`src/rtl/irqagg_pkg.sv`:
```
`timescale 1ns/1ps
package irqagg_pkg;
    localparam int IVW = 8;

    typedef enum logic [1:0] {
        ST_IDLE   = 2'd0,
        ST_ACTIVE = 2'd1,
        ST_HOLD   = 2'd2
    } req_state_t;
endpackage

```
`src/rtl/irqagg_status.sv`:
```
`timescale 1ns/1ps
module irqagg_status #(
    parameter int NSRC = 10,
    parameter logic [NSRC-1:0] LATCH_MASK = '1
) (
    input  logic            clk,
    input  logic            rst_n,
    input  logic [NSRC-1:0] set_evt,
    input  logic [NSRC-1:0] lvl_in,
    input  logic [NSRC-1:0] w1c_mask,
    output logic [NSRC-1:0] raw
);
    for (genvar i = 0; i < NSRC; i++) begin : g_bit
        if (LATCH_MASK[i]) begin : g_lat
            logic q;
            always_ff @(posedge clk or negedge rst_n) begin
                if (!rst_n)            q <= 1'b0;
                else if (set_evt[i])   q <= 1'b1;
                else if (w1c_mask[i])  q <= 1'b0;
            end
            assign raw[i] = q;


            sticky_chk: assert property (@(posedge clk) disable iff (!rst_n)
                (q && !w1c_mask[i]) |=> q);
        end else begin : g_lvl
            assign raw[i] = lvl_in[i];
        end
    end
endmodule

```
`src/rtl/irqagg_holdtimer.sv`:
```
`timescale 1ns/1ps
module irqagg_holdtimer #(
    parameter int TICK_DIV = 2000,
    parameter int IVW      = 8
) (
    input  logic           clk,
    input  logic           rst_n,
    input  logic           start,
    input  logic           abort,
    input  logic [IVW-1:0] interval,
    output logic           running,
    output logic           done
);
    localparam int PW = (TICK_DIV > 1) ? $clog2(TICK_DIV) : 1;

    logic [PW-1:0]  pre;
    logic [IVW-1:0] cnt;
    logic           tick;

    assign running = (cnt != '0);
    assign tick    = running && (pre == PW'(TICK_DIV - 1));
    assign done    = tick && (cnt == IVW'(1));

    always_ff @(posedge clk or negedge rst_n) begin
        if (!rst_n) begin
            pre <= '0;
            cnt <= '0;
        end else if (start) begin
            pre <= '0;
            cnt <= interval;
        end else if (abort) begin
            pre <= '0;
            cnt <= '0;
        end else if (running) begin
            if (tick) begin
                pre <= '0;
                cnt <= cnt - IVW'(1);
            end else begin
                pre <= pre + PW'(1);
            end
        end
    end


    count_hold_chk: assert property (@(posedge clk) disable iff (!rst_n)
        (running && !tick && !start && !abort) |=> $stable(cnt));
endmodule

```
`src/rtl/irqagg_fsm.sv`:
```
`timescale 1ns/1ps
module irqagg_fsm
    import irqagg_pkg::*;
#(
    parameter int IW = 8
) (
    input  logic          clk,
    input  logic          rst_n,
    input  logic          req_gated,
    input  logic          wake_req,
    input  logic [IW-1:0] interval,
    input  logic          clr_hold,
    input  logic          hold_done,
    output logic          hold_start,
    output logic          hold_active,
    output logic          irq
);
    req_state_t state, nxt;
    logic       want;

    assign want = req_gated || wake_req;

    always_ff @(posedge clk or negedge rst_n) begin
        if (!rst_n) state <= ST_IDLE;
        else        state <= nxt;
    end

    always_comb begin
        nxt = state;
        unique case (state)
            ST_IDLE:   if (want) nxt = ST_ACTIVE;
            ST_ACTIVE: if (!want) nxt = (interval != '0) ? ST_HOLD : ST_IDLE;
            ST_HOLD: begin
                if (wake_req)                    nxt = ST_ACTIVE;
                else if (clr_hold || hold_done)  nxt = ST_IDLE;
            end
            default:   nxt = ST_IDLE;
        endcase
    end

    always_comb begin
        irq         = (state == ST_ACTIVE);
        hold_active = (state == ST_HOLD);
        hold_start  = (state == ST_ACTIVE) && (nxt == ST_HOLD);
    end


    master_block_chk: assert property (@(posedge clk) disable iff (!rst_n)
        (!req_gated && !wake_req) |=> !irq);

    wake_bypass_chk: assert property (@(posedge clk) disable iff (!rst_n)
        wake_req |=> irq);

    zero_hold_chk: assert property (@(posedge clk) disable iff (!rst_n)
        (interval == '0 && !hold_active) |=> !hold_active);

    hold_block_chk: assert property (@(posedge clk) disable iff (!rst_n)
        (hold_active && !wake_req && !clr_hold && !hold_done) |=> (hold_active && !irq));

    clear_end_chk: assert property (@(posedge clk) disable iff (!rst_n)
        (hold_active && clr_hold && !wake_req) |=> !hold_active);
endmodule

```
`src/rtl/irq_holdoff_agg.sv`:
```
`timescale 1ns/1ps
module irq_holdoff_agg
    import irqagg_pkg::*;
#(
    parameter int GPIO_N   = 3,
    parameter int TICK_DIV = 2000
) (
    input  logic                 clk,
    input  logic                 rst_n,
    input  logic [GPIO_N-1:0]    gpio_evt,
    input  logic                 gpt_evt,
    input  logic                 slv_err_evt,
    input  logic                 mst_err_evt,
    input  logic                 phy_lvl,
    input  logic                 dma_lvl,
    input  logic                 wake_lvl,
    input  logic                 sts_w1c,
    input  logic [GPIO_N+6:0]    sts_wdata,
    input  logic                 en_wr,
    input  logic [GPIO_N+6:0]    en_wdata,
    input  logic                 cfg_wr,
    input  logic [IVW+1:0]       cfg_wdata,
    output logic [GPIO_N+6:0]    sts_rd,
    output logic [GPIO_N+6:0]    en_rd,
    output logic [IVW+3:0]       cfg_rd,
    output logic                 irq_req
);
    localparam int NSRC   = GPIO_N + 7;
    localparam int B_PHY  = GPIO_N + 3;
    localparam int B_WAKE = GPIO_N + 5;
    localparam int B_SW   = GPIO_N + 6;
    localparam int C_MEN  = IVW;
    localparam int C_CLR  = IVW + 1;
    localparam logic [NSRC-1:0] LMASK     = ~(NSRC'(7) << B_PHY);
    localparam logic [NSRC-1:0] WAKE_BIT  = NSRC'(1) << B_WAKE;

    logic [NSRC-1:0] en_q, raw, pend, set_evt, lvl_vec, w1c_vec;
    logic [IVW-1:0]  iv_q;
    logic            men_q;
    logic            sw_set, wake_req, req_gated, any_act, clr_hold;
    logic            hold_start, hold_active, hold_done, tmr_run;

    always_ff @(posedge clk or negedge rst_n) begin
        if (!rst_n) begin
            en_q  <= '0;
            iv_q  <= '0;
            men_q <= 1'b0;
        end else begin
            if (en_wr)  en_q <= en_wdata;
            if (cfg_wr) begin
                iv_q  <= cfg_wdata[IVW-1:0];
                men_q <= cfg_wdata[C_MEN];
            end
        end
    end

    assign sw_set  = en_wr && en_wdata[B_SW] && !en_q[B_SW];
    assign set_evt = {sw_set, 3'b000, mst_err_evt, slv_err_evt, gpt_evt, gpio_evt};
    assign lvl_vec = {1'b0, wake_lvl, dma_lvl, phy_lvl, {(GPIO_N+3){1'b0}}};
    assign w1c_vec = sts_w1c ? sts_wdata : '0;

    irqagg_status #(.NSRC(NSRC), .LATCH_MASK(LMASK)) u_status (
        .clk(clk), .rst_n(rst_n), .set_evt(set_evt), .lvl_in(lvl_vec),
        .w1c_mask(w1c_vec), .raw(raw)
    );

    assign pend      = raw & en_q;
    assign wake_req  = pend[B_WAKE];
    assign req_gated = men_q && |(pend & ~WAKE_BIT);
    assign any_act   = |pend;
    assign clr_hold  = cfg_wr && cfg_wdata[C_CLR];

    irqagg_holdtimer #(.TICK_DIV(TICK_DIV), .IVW(IVW)) u_timer (
        .clk(clk), .rst_n(rst_n), .start(hold_start), .abort(clr_hold || !hold_active),
        .interval(iv_q), .running(tmr_run), .done(hold_done)
    );

    irqagg_fsm #(.IW(IVW)) u_fsm (
        .clk(clk), .rst_n(rst_n), .req_gated(req_gated), .wake_req(wake_req),
        .interval(iv_q), .clr_hold(clr_hold), .hold_done(hold_done),
        .hold_start(hold_start), .hold_active(hold_active), .irq(irq_req)
    );

    assign sts_rd = raw;
    assign en_rd  = en_q;
    assign cfg_rd = {any_act, hold_active, 1'b0, men_q, iv_q};


    timer_in_hold_chk: assert property (@(posedge clk) disable iff (!rst_n)
        (hold_active && !clr_hold && !wake_req && !hold_done) |=> tmr_run);

    sw_edge_chk: assert property (@(posedge clk) disable iff (!rst_n)
        (en_wr && en_q[B_SW] && !raw[B_SW]) |=> !raw[B_SW]);
endmodule

```
`config.mk`:
```
export PLATFORM = sky130hd
export DESIGN_NAME = irq_holdoff_agg
export DESIGN_NICKNAME = d
export VERILOG_FILES = /design/src/rtl/irqagg_pkg.sv /design/src/rtl/irqagg_status.sv /design/src/rtl/irqagg_holdtimer.sv /design/src/rtl/irqagg_fsm.sv /design/src/rtl/irq_holdoff_agg.sv
export SDC_FILE = /design/constraint.sdc
export NUM_CORES = 1
export LEC_CHECK = 0
export ABC_CLOCK_PERIOD_IN_PS = 4300
export BUFFER_PORTS_ARGS = -buffer_cell sky130_fd_sc_hd__clkbuf_2
export CAP_MARGIN = 10
export CORE_MARGIN = 4
export CORE_UTILIZATION = 35
export CTS_BUF_LIST = sky130_fd_sc_hd__clkbuf_16
export CTS_CLUSTER_DIAMETER = 30
export DETAILED_ROUTE_END_ITERATION = 7
export GPL_TIMING_DRIVEN = 0
export PLACE_DENSITY = 0.66
export SLEW_MARGIN = 40
export SYNTH_ARGS = -nofsm -noshare
export SYNTH_HDL_FRONTEND = slang
export SYNTH_SLANG_ARGS = --single-unit
export TNS_END_PERCENT = 5
```
`constraint.sdc`:
```
create_clock -name clk -period 4.3 [get_ports clk]
set_input_delay 0.86 -clock clk [delete_from_list [all_inputs] [get_ports clk]]
set_output_delay 0.86 -clock clk [all_outputs]
set_load 0.02 [all_outputs]
```
==> metrics <==
Critical Path Start dma_lvl; pin count of the biggest net entering global routing 48; DR vias between 2000 and 2500; Reg clk slew, reported paths roughly 0.060 ns; Yosys reg bits 47; Hold Slack 0.464 ns; CP Launch Type primary input; CP endpoint kind output port; Worst setup endpoint cfg_rd[11]; number of synthesized flops with an enable pin 0; TritonRoute pass-1 iters 4; first-pass GRT wire length approximately 9000 um; Ports between 70 and 80; post-synthesis sequential area ratio 48.8%; total power 1290 uW; Synth Warn # 0; share of cells above drive strength 1 39.1%; Syn Std Cell Area 2410 sq um; Buffers on Ports 71; Final Hold Vio Count 0; P_leak 0.00139 uW; Post-Layout Cell Count 389; clk_lat worst skew 0.28 ns; initial antenna violation count 0; commonest non-fill, non-tap cell in the layout clkbuf_2; # resized after CTS 0; Slowest-stage cell, CP a222oi_1; HPWL Detailed 4130 um; core footprint approximately 6500 sq um; Synth Instances 234; Initial Util a little under two fifths; Reg-to-Reg End u_timer.cnt[7]; Data arrival, critical path 2.02 ns; syn avg cell area 10.3 sq um; Post-Place Setup Slack around 1.4 ns; worst slew pin tran 0.621 ns; Root Driver clkbuf_16; antenna violation net count after detailed routing 0; FMAX 0.348 GHz; PwrDens 428 nW/um^2; Main synth FF type dfrtp_1; Layout Area Growth over Synthesis 24.7%; Ant. Diodes 0; top post-synthesis cells by area dfrtp_1 (49%), mux2_2 (8.4%), buf_4 (4.7%), nor2_1 (3.7%), nand2_1 (3.6%); drt wl/cell 13.7 um; Slew Viols, Final 0; RR Startpoint u_status.g_bit[3].g_lat.q; most frequent cells in the layout clkbuf_2 (70), dfrtp_1 (47), nor2_1 (24); total congestion overflow 0; Inst Count DP 382; CTS Sinks 47; CTS tree done; final period utilization 66.9%; Filler Cells Inserted 641; Die Ht about 91 um; distinct cell type count after synthesis 44; DIE WIDTH 91.0 um; Reg area 1180 sq um; Reg2Reg Depth 6; Synthesized Nets 282; cell taking the most area after synthesis dfrtp_1; H-tree levels 2; Post-synth ARST share 100%; die area 8280 sq um; Setup Total Neg Slack 0 ns; Post-CTS Setup Inserts 0; hold buffer count at CTS 0; nets 360; Routed WL 5350 um; reg2reg setup slack 2.18 ns; MaxCap Viol Count 0; area share of the largest cell type after synthesis 48.8%; Setup violations, final 0; post-route DRC violation count 0; clock tree buffer depth 2; Crit path largest cell delay approximately 0.40 ns; crit-path max FO 3; Final Skew 0.00423 ns; vias per inst 5.16; FP Rows 29; Min-Delay Path Class flip-flop to flip-flop; routability congestion estimate 0.885; setup ws final between 1 and 1.5 ns; CP Cell Sequence clkbuf_2 > a222oi_1 > nand4_1 > nand2b_1 > buf_4 > clkbuf_2; worst relative slew slack 58.6%; number of DRC markers in iteration 0 between 90 and 100; Data required, critical path 3.44 ns; multi-input logic area 1090 sq um; Final min period 2.88 ns; GRT Total Usage 13.5%; vias in the first global route 1965; CTS buffer count 5; status finished clean; CP dominant cell by count clkbuf_2; crit path kind primary input to output port; VDD IR max 0.000210 V; RSZ-0062 raised after global routing false
## power breakdown
| part | total, uW | leakage [uW] | switching [uW] | internal [uW] |
|---|---|---|---|---|
| combinational | 372 | 0.000745 | 202 | 170 |
| sequential | 555 | 0.000581 | 63.0 | 492 |
| clock | 360 | 0.0000671 | 151 | 209 |
## through the flow
stage               utilization, %  area [sq um]
floorplan                        -          2410
global placement              43.9          2860
detailed placement            43.9          2870
CTS                           45.9          3000
global route                  46.1          3010
finish                        46.1          3010
## worst min path at each step
stage | cells after the start | startpoint | end | slack, ns
2_1_floorplan | 1 | u_fsm.state[1] | u_fsm.state[0] | 0.44
3_3_place_gp | 1 | u_fsm.state[1] | u_fsm.state[0] | 0.46
3_5_place_dp | 1 | u_fsm.state[1] | u_fsm.state[0] | 0.46
4_1_cts | 1 | u_fsm.state[1] | u_fsm.state[0] | 0.46
5_1_grt | 1 | u_fsm.state[1] | u_fsm.state[0] | 0.50
6_report | 1 | u_fsm.state[1] | u_fsm.state[0] | 0.46
## worst max-delay path: cells and delay by family
family | cells | cell delay [ns]
AOI/OAI and AO/OA | 1 | 0.40
and+or+nand+nor | 2 | 0.40
buffers and inverters | 3 | 0.36
## synthesized netlist by cell type, types with 7 or more instances
cell type,instances
a21o_1,7
buf_4,15
dfrtp_1,47
mux2_2,18
nand2_1,23
nand4_1,9
nor2_1,24
o21ai_0,9
## sequential cells by signal (all words and copies together), names as in the netlist
signal	count
u_timer.pre	11
en_rd	10
u_timer.cnt	8
u_status.g_bit.g_lat.q	7
u_fsm.state	2
men_q	1
iv_q	8
## kinds of logic after synthesis
family          count (synthesis)  share of synthesized area, %
simple gates                   90                          19.8
flops                          47                          48.8
compound gates                 42                          12.0
buf+inv                        25                          6.28
mux                            18                          8.40
xor+xnor                        7                          2.54
fa+ha+maj                       4                          2.07
other cells                     1                         0.155
## layout make-up
class                           count  share of cell area, %
Timing Repair Buffer               71                   11.9
Clock inverter                      2                  0.291
Buffer                             21                   4.53
Clock buffer                        5                   4.16
Sequential cell                    47                   39.1
Multi-Input combinational cell    162                   36.3
Tap cell                           77                   3.20
Inverter                            4                  0.499
## routing by layer
metal	vias to the layer above	part of all wire, %	GRT usage (%)	wire length (um)
met5	-	0	0	0
met4	0	1.8	4.52	96
met3	11	4.2	2.64	223
met2	57	51	23.4	2740
met1	965	43	16.8	2280
li1	973	-	-	-
(Power assumes the default switching activity.)
